[src/rtl/pe_array_pkg.sv]
package pe_array_pkg;
  typedef enum logic [3:0] {
    OP_NOP  = 4'd0,
    OP_CLR  = 4'd1,
    OP_ADD  = 4'd2,
    OP_MAC  = 4'd3,
    OP_MACB = 4'd4,
    OP_READ = 4'd5,
    OP_SUM  = 4'd6,
    OP_SEL  = 4'd7,
    OP_MSEL = 4'd8,
    OP_MALL = 4'd9
  } op_e;

  function automatic logic is_serial(input logic [3:0] op);
    return op == OP_ADD || op == OP_MAC || op == OP_MACB ||
           op == OP_READ || op == OP_SUM;
  endfunction
endpackage

[src/rtl/pe_cs_mul.sv]
// Serial-parallel carry-save multiplier: parallel operand a, serial operand x
// LSB first, one product bit per cycle with no carry ripple across cells.
module pe_cs_mul #(
  parameter int W = 8
) (
  input  logic         clk,
  input  logic         rst,
  input  logic         clr,
  input  logic         en,
  input  logic [W-1:0] a,
  input  logic         x,
  output logic         p
);
  logic [W-2:0] s_q;
  logic [W-1:0] c_q;
  logic [W-1:0] sin, fs, fc, pp;

  for (genvar i = 0; i < W; i++) begin : g_cell
    if (i == W - 1) begin : g_top
      assign sin[i] = 1'b0;
    end else begin : g_mid
      assign sin[i] = s_q[i];
    end
    assign pp[i] = a[i] & x;
    assign fs[i] = pp[i] ^ sin[i] ^ c_q[i];
    assign fc[i] = (pp[i] & sin[i]) | (pp[i] & c_q[i]) | (sin[i] & c_q[i]);
  end

  assign p = fs[0];

  always_ff @(posedge clk) begin
    if (rst || clr) begin
      s_q <= '0;
      c_q <= '0;
    end else if (en) begin
      s_q <= fs[W-1:1];
      c_q <= fc;
    end
  end

  AST_MUL_IDLE_ZERO: assert property (@(posedge clk) disable iff (rst)
    (s_q == '0 && c_q == '0 && !x) |-> !p);
endmodule

[src/rtl/pe_cell.sv]
module pe_cell #(
  parameter int W     = 8,
  parameter int ACC_W = 16,
  parameter int DEPTH = 16,
  parameter int CW    = 5
) (
  input  logic                     clk,
  input  logic                     rst,
  input  logic                     wr_en,
  input  logic [$clog2(DEPTH)-1:0] wr_addr,
  input  logic [W-1:0]             wr_data,
  input  logic                     start,
  input  logic [$clog2(DEPTH)-1:0] rd_addr,
  input  logic                     rot,
  input  logic                     upd,
  input  logic                     use_mul,
  input  logic [CW-1:0]            bitpos,
  input  logic                     x_bit,
  input  logic                     clr_acc,
  input  logic                     m_we,
  input  logic                     m_val,
  output logic                     lsb
);
  logic [W-1:0]     mem [DEPTH];
  logic [W-1:0]     w_q;
  logic [W-1:0]     w_sh;
  logic [ACC_W-1:0] acc_q;
  logic             act_q, c_q, prod, b_in, s_bit, c_nxt;

  always_ff @(posedge clk) begin
    if (wr_en) mem[wr_addr] <= wr_data;
    if (start) w_q <= mem[rd_addr];
  end

  pe_cs_mul #(.W(W)) u_mul (
    .clk(clk), .rst(rst), .clr(start), .en(rot && use_mul),
    .a(w_q), .x(x_bit), .p(prod)
  );

  assign w_sh  = w_q >> bitpos;
  assign b_in  = use_mul ? prod : w_sh[0];
  assign s_bit = acc_q[0] ^ b_in ^ c_q;
  assign c_nxt = (acc_q[0] & b_in) | (acc_q[0] & c_q) | (b_in & c_q);
  assign lsb   = acc_q[0];

  always_ff @(posedge clk) begin
    if (rst) begin
      acc_q <= '0;
      act_q <= 1'b1;
      c_q   <= 1'b0;
    end else begin
      if (m_we) act_q <= m_val;
      if (clr_acc && act_q) acc_q <= '0;
      if (start) begin
        c_q <= 1'b0;
      end else if (rot) begin
        if (upd && act_q) begin
          acc_q <= {s_bit, acc_q[ACC_W-1:1]};
          c_q   <= c_nxt;
        end else begin
          acc_q <= {acc_q[0], acc_q[ACC_W-1:1]};
        end
      end
    end
  end

  AST_INACTIVE_HOLD: assert property (@(posedge clk) disable iff (rst)
    (!act_q && !rot && !m_we) |=> $stable(acc_q));
endmodule

[src/rtl/pe_sum_tree.sv]
// Bit-serial adder tree, one registered full adder per node per level.
module pe_sum_tree #(
  parameter int N = 16
) (
  input  logic         clk,
  input  logic         rst,
  input  logic         clr,
  input  logic         en,
  input  logic [N-1:0] leaf,
  output logic         root
);
  localparam int LG = $clog2(N);

  for (genvar l = 1; l <= LG; l++) begin : lvl
    localparam int M = N >> l;
    logic [M-1:0]   s_q, c_q, fs, fc;
    logic [2*M-1:0] in_b;
    if (l == 1) begin : g_leaf
      assign in_b = leaf;
    end else begin : g_inner
      assign in_b = lvl[l-1].s_q;
    end
    for (genvar j = 0; j < M; j++) begin : g_node
      assign fs[j] = in_b[2*j] ^ in_b[2*j+1] ^ c_q[j];
      assign fc[j] = (in_b[2*j] & in_b[2*j+1]) | (in_b[2*j] & c_q[j]) |
                     (in_b[2*j+1] & c_q[j]);
    end
    always_ff @(posedge clk) begin
      if (rst || clr) begin
        s_q <= '0;
        c_q <= '0;
      end else if (en) begin
        s_q <= fs;
        c_q <= fc;
      end
    end
  end

  assign root = lvl[LG].s_q[0];
endmodule

[src/rtl/simd_pe_array.sv]
module simd_pe_array
  import pe_array_pkg::*;
#(
  parameter int N_PE  = 16,
  parameter int W     = 8,
  parameter int ACC_W = 16,
  parameter int DEPTH = 16
) (
  input  logic                          clk,
  input  logic                          rst,
  input  logic                          wr_en,
  input  logic [$clog2(N_PE)-1:0]       wr_pe,
  input  logic [$clog2(DEPTH)-1:0]      wr_addr,
  input  logic [W-1:0]                  wr_data,
  input  logic                          cmd_valid,
  input  logic [3:0]                    cmd_op,
  input  logic [$clog2(DEPTH)-1:0]      cmd_addr,
  input  logic [W-1:0]                  cmd_imm,
  output logic                          cmd_ready,
  output logic                          bc_valid,
  output logic [ACC_W-1:0]              bc_data,
  output logic                          sum_valid,
  output logic [ACC_W+$clog2(N_PE)-1:0] sum_data
);
  localparam int LG      = $clog2(N_PE);
  localparam int SW      = ACC_W + LG;
  localparam int LEN_SUM = ACC_W + 2 * LG;
  localparam int CW      = $clog2(LEN_SUM + 1);

  logic            ready_q;
  logic [3:0]      op_q;
  logic [CW-1:0]   cnt_q, len;
  logic [W-1:0]    imm_q, imm_sh;
  logic [LG-1:0]   sel_q;
  logic [ACC_W-1:0] bc_sh;
  logic [SW-1:0]   sum_sh;
  logic [N_PE-1:0] pe_lsb, leaf;
  logic accept, start, run, last, rot, bcast, x_bit, root, bc_op;

  assign accept = cmd_valid && ready_q;
  assign start  = accept && is_serial(cmd_op);
  assign run    = !ready_q;
  assign len    = (op_q == OP_SUM) ? CW'(LEN_SUM) : CW'(ACC_W);
  assign last   = run && (cnt_q == len - 1'b1);
  assign rot    = run && (cnt_q < CW'(ACC_W));
  assign bcast  = pe_lsb[sel_q];
  assign imm_sh = imm_q >> cnt_q;
  assign x_bit  = (op_q == OP_MAC) ? imm_sh[0] : (bcast && cnt_q < CW'(W));
  assign leaf   = rot ? pe_lsb : '0;
  assign bc_op  = (op_q == OP_READ) || (op_q == OP_MACB);

  for (genvar i = 0; i < N_PE; i++) begin : g_pe
    pe_cell #(.W(W), .ACC_W(ACC_W), .DEPTH(DEPTH), .CW(CW)) u_pe (
      .clk(clk), .rst(rst),
      .wr_en(wr_en && wr_pe == LG'(i)), .wr_addr(wr_addr), .wr_data(wr_data),
      .start(start), .rd_addr(cmd_addr), .rot(rot),
      .upd(op_q == OP_ADD || op_q == OP_MAC || op_q == OP_MACB),
      .use_mul(op_q == OP_MAC || op_q == OP_MACB),
      .bitpos(cnt_q), .x_bit(x_bit),
      .clr_acc(accept && cmd_op == OP_CLR),
      .m_we(accept && (cmd_op == OP_MALL || (cmd_op == OP_MSEL && sel_q == LG'(i)))),
      .m_val(cmd_imm[0]),
      .lsb(pe_lsb[i])
    );
  end

  pe_sum_tree #(.N(N_PE)) u_tree (
    .clk(clk), .rst(rst), .clr(start), .en(run && op_q == OP_SUM),
    .leaf(leaf), .root(root)
  );

  always_ff @(posedge clk) begin
    if (rst) begin
      ready_q   <= 1'b1;
      op_q      <= OP_NOP;
      cnt_q     <= '0;
      imm_q     <= '0;
      sel_q     <= '0;
      bc_sh     <= '0;
      sum_sh    <= '0;
      bc_valid  <= 1'b0;
      bc_data   <= '0;
      sum_valid <= 1'b0;
      sum_data  <= '0;
    end else begin
      bc_valid  <= 1'b0;
      sum_valid <= 1'b0;
      if (accept) begin
        if (is_serial(cmd_op)) begin
          ready_q <= 1'b0;
          op_q    <= cmd_op;
          cnt_q   <= '0;
          imm_q   <= cmd_imm;
        end
        if (cmd_op == OP_SEL) sel_q <= cmd_imm[0] ? sel_q + 1'b1 : '0;
      end
      if (run) begin
        cnt_q <= cnt_q + 1'b1;
        if (bc_op) bc_sh <= {bcast, bc_sh[ACC_W-1:1]};
        if (op_q == OP_SUM && cnt_q >= CW'(LG)) sum_sh <= {root, sum_sh[SW-1:1]};
        if (last) begin
          ready_q <= 1'b1;
          if (bc_op) begin
            bc_valid <= 1'b1;
            bc_data  <= {bcast, bc_sh[ACC_W-1:1]};
          end
          if (op_q == OP_SUM) begin
            sum_valid <= 1'b1;
            sum_data  <= {root, sum_sh[SW-1:1]};
          end
        end
      end
    end
  end

  assign cmd_ready = ready_q;

  AST_SERIAL_BUSY: assert property (@(posedge clk) disable iff (rst)
    start |=> !cmd_ready);
  AST_BUSY_NO_ACCEPT: assert property (@(posedge clk) disable iff (rst)
    (!cmd_ready && cmd_valid && !last) |=> !cmd_ready);
  AST_SEL_RESTART: assert property (@(posedge clk) disable iff (rst)
    (accept && cmd_op == OP_SEL && !cmd_imm[0]) |=> sel_q == '0);
  AST_BC_PULSE: assert property (@(posedge clk) disable iff (rst)
    bc_valid |-> (cmd_ready && $past(!cmd_ready)));
  AST_SUM_PULSE: assert property (@(posedge clk) disable iff (rst)
    sum_valid |=> !sum_valid);
endmodule

[config.mk]
export PLATFORM = sky130hd
export DESIGN_NAME = simd_pe_array
export DESIGN_NICKNAME = d
export VERILOG_FILES = /design/src/rtl/pe_array_pkg.sv /design/src/rtl/pe_cs_mul.sv /design/src/rtl/pe_cell.sv /design/src/rtl/pe_sum_tree.sv /design/src/rtl/simd_pe_array.sv
export SDC_FILE = /design/constraint.sdc
export NUM_CORES = 2
export LEC_CHECK = 0
export ABC_CLOCK_PERIOD_IN_PS = 4700
export BUFFER_PORTS_ARGS = -buffer_cell sky130_fd_sc_hd__buf_2
export CORE_MARGIN = 2
export CORE_UTILIZATION = 50
export CTS_CLUSTER_SIZE = 40
export DETAILED_ROUTE_END_ITERATION = 8
export GPL_ROUTABILITY_DRIVEN = 0
export HOLD_SLACK_MARGIN = 0.02
export PLACE_DENSITY = 0.65
export SETUP_SLACK_MARGIN = 0.1
export SLEW_MARGIN = 20
export SYNTH_ARGS = -nofsm -noshare
export SYNTH_HDL_FRONTEND = slang
export SYNTH_SLANG_ARGS = --single-unit
[constraint.sdc]
create_clock -name clk -period 4.7 [get_ports clk]
set_clock_uncertainty 0.05 [all_clocks]
set_input_delay 0.235 -clock clk [delete_from_list [all_inputs] [get_ports clk]]
set_output_delay 0.235 -clock clk [all_outputs]
set_load 0.1 [all_outputs]
==> impl_metrics.ini <==
[worst_setup_path]
critPathKind = flip-flop to flip-flop
crit_required_ns = 5.45
end_kind = flip-flop
crit_fanout = 37
critPathArrivalTime_ns = 4.51
cp-start-kind = flip-flop

[global_routing]
track_usage_pct = 22.8
overflow = 0
grt_max_degree = 188
grt_pass1_wl_mm = 383
grt_pass1_vias = 58289
antenna_found_initial = 19

[clock_tree]
clk_pin_slew_ns = 0.06
cts.sinks = 2828
cts_setup_buffers = 0
cts_root_buf = clkbuf_16
htree_levels = 5
cts_tree = done
cts_resized = 0
numCtsBuffers = 304
clockBufferDepth = 4
insertion_delay_ns = 0.92

[pwr]
finalPower_mw = 52.4
power.leakage_nw = 39.5
p_seq_share_pct = 51.7
ir_drop_mv = 0.286
p_sw_share_pct = 20.8
p_int_mw = 41.5
p_sw_mw = 10.9
powerDensity_mw_per_mm2 = 420
combPwrFrac_pct = 4.2
power_frac_clock_pct = 44.0

[logic_synthesis]
yosysSeqAreaShare_pct = 70.6
syn-cell-area_mm2 = 0.111
synth_top_area_share_pct = 58.8
postSynthRegisterBits = 2828
synth_top_area_cell = edfxtp_1
yosysUniqueCellTypes = 53
synth.area.top_cells = edfxtp_1 (59%), mux4_2 (13%), dfxtp_1 (12%), fa_1 (2.6%), nand2_1 (2.0%)
syn_area_per_cell_um2 = 16.9
syn-num-nets = 6764
synthCells = 6564
synth_edf_count = 2176
ys_warn_count = 0
synth_flop_cell = edfxtp_1
async_reset_ff_share_pct = 0

[timing]
fmax_ghz = 0.266
finalSetupViolations = 0
finalCritPeriodShare_pct = 80.0
rsz0062_at_grt = no
worst_pin_slew_ns = 1.11
post-route-min-period_ns = 3.76
slew_headroom_pct = 26.1
finalHoldViolCount = 0
drv_slew = 0
finalSetupTns_ns = 0

[final_layout]
post-route-util_pct = 56.3
area_delta_synth_final_pct = 12.2
nNetsFinal = 6885
stdcell_count = 9872
drive_gt1_share_pct = 19.1
final_area_mm2 = 0.125
fillerInstances = 16744

[die]
start_util_pct = 50.2
die_width_um = 475
io_pins = 75
num_rows = 173
die_area_mm2 = 0.226
core_mm2 = 0.221
fp.dieH_um = 475

[place]
dpl.cell_count = 9318
io_buffers = 74
hpwl_mm = 151
placed_area_mm2 = 0.115

[route]
drt-total-wl_mm = 256
vias_per_cell = 5.97
drtAntennaViolNets = 0
drtIter0Drc = 6384
route.vias.total = 58963
drtPass1Iterations = 6
drc = 0
wl_per_cell_um = 26.0

[job]
cap_violations = 0

[hold_path]
worstHoldPathType = primary input to flip-flop

[outcome]
status = completed
==> power by group through the flow <==
stage          registers, mW  logic [mW]  clock network, mW
2_1_floorplan           27.6        1.28                  0
3_3_place_gp            27.6        2.17                  0
3_5_place_dp            27.6        2.20                  0
4_1_cts                 27.1        2.23               23.4
5_1_grt                 27.1        2.35               24.4
6_report                27.1        2.21               23.1
==> cell usage after synthesis (2+ instances only) <==
cell type and number:
nor3_1 2, o22a_1 17, o21ai_0 22, nor2b_1 65, a31oi_1 33, nor2_1 595, a22oi_1 245, or2_2 4
buf_6 17, a221oi_1 2, and3_1 18, a211oi_2 2, fa_1 143, dfxtp_1 652, a21oi_1 378, a211oi_1 68
a311oi_1 16, buf_2 169, nand2_1 597, nand3b_1 5, buf_1 15, nand2b_1 5, o311ai_0 16, o31a_1 112
nor4_1 6, mux4_2 620, edfxtp_1 2176, buf_4 50, and2_1 3, mux2i_1 130, clkbuf_1 203, o31ai_1 32
inv_1 71, and3b_1 4, nand3_1 33, ha_1 21
==> cells in the final DEF (no fill, tap or decap), drive strengths merged, types with 3 or more instances in the layout <==
| cell | Yosys | layout |
|---|---|---|
| a21oi | 378 | 378 |
| mux4 | 620 | 620 |
| clkinv | 1 | 86 |
| nand2 | 597 | 597 |
| nor2 | 595 | 595 |
| buf | 251 | 225 |
| bufinv | 0 | 25 |
| nor3 | 3 | 3 |
| and2 | 3 | 3 |
| diode | 0 | 5 |
| a31oi | 33 | 33 |
| dlygate4sd3 | 0 | 36 |
| nor2b | 65 | 65 |
| ha | 21 | 21 |
| and3 | 18 | 18 |
| clkinvlp | 0 | 4 |
| inv | 71 | 80 |
| a211oi | 70 | 70 |
| a311oi | 16 | 16 |
| nor4 | 6 | 6 |
| o31ai | 32 | 32 |
| o21ai | 22 | 22 |
| mux2i | 130 | 130 |
| fa | 143 | 143 |
| o311ai | 16 | 16 |
| and3b | 4 | 4 |
| clkbuf | 203 | 398 |
| edfxtp | 2176 | 2176 |
| or2 | 4 | 4 |
| dfxtp | 652 | 652 |
| nand2b | 5 | 5 |
| o22a | 17 | 17 |
| o31a | 112 | 112 |
| a22oi | 245 | 245 |
| nand3 | 33 | 33 |
| nand3b | 5 | 5 |
==> layout make-up <==
cell class,count,area (µm²),share of cell area (%)
Antenna cell,5,12.5,0.0100
Tap cell,2975,3720,2.99
Timing Repair Buffer,269,2380,1.91
Sequential cell,2828,78400,62.9
Clock inverter,123,1250,1.00
Clock buffer,390,8230,6.60
Inverter,72,274,0.220
Multi-Input combinational cell,3210,30300,24.3
==> routing by layer <==
metal | up-vias | share of wire [%] | GRT usage [%]
met5 | - | 0.027 | 0
met2 | 2081 | 48 | 35.5
li1 | 25686 | - | -
met1 | 30779 | 43 | 33.1
met4 | 10 | 2.3 | 5.88
met3 | 407 | 7.5 | 4.37
==> worst max-delay path, cell delays in order (launching register included) <==
cell and delay [ns]:
dfxtp_1 0.73, mux2i_1 0.17, a221oi_1 0.39, and3b_4 0.63
o31ai_1 0.20, fa_1 0.45, o22a_1 0.23, fa_1 0.44
and3_1 0.17, o31ai_1 0.17
==> cell families (layout without fill, tap and decap cells) <==
logic type	count (synthesis)	in the layout	synth area share (%)
adders and majority gates	164	164	2.81
and+or+nand+nor	1350	1350	4.94
buffers and inverters	526	854	2.25
muxes	750	750	13.7
AOI/OAI and AO/OA	945	945	5.64
DFF	2828	2828	70.6
other	0	5	0
xor gates and xnor gates	1	1	0.00789
==> final timing paths <==
check / from / end / slack [ns] / depth (start not counted)
hold reg to reg: bc_data[7] / bc_data[7] / 0.40 / 2
hold / removal: wr_data[2] / g_pe[0].u_pe.mem[11][2] / 0.03 / 1
setup reg to reg: sel_q[1] / g_pe[8].u_pe.acc_q[15] / 0.94 / 9
setup / recovery: sel_q[1] / g_pe[8].u_pe.acc_q[15] / 0.94 / 9
==> metrics by stage <==
stage | setup slack [ns] | hold WS (ns)
after floorplan | 0.888 | 0.284
after global placement | 1.06 | 0.390
after detailed placement | 0.968 | 0.395
after CTS | 0.955 | 0.0203
after global routing | 0.704 | 0.0714
final | 0.941 | 0.0324
==> flip-flops by register name (all words and copies together) (netlist names), 16 cells and up <==
signal,count
sum_sh,19
g_pe.u_pe.c_q,16
sum_data,20
bc_data,16
g_pe.u_pe.u_mul.c_q,128
g_pe.u_pe.acc_q,256
g_pe.u_pe.u_mul.s_q,112
g_pe.u_pe.w_q,128
g_pe.u_pe.mem,2048
g_pe.u_pe.act_q,16
==> timing repair <==
item | CTS | global route
hold endpoints to repair | 416 | 0
hold buffers | 36 | 0
setup endpoints to repair | 0 | 0
Note: power is estimated with default switching activity, not from simulation.
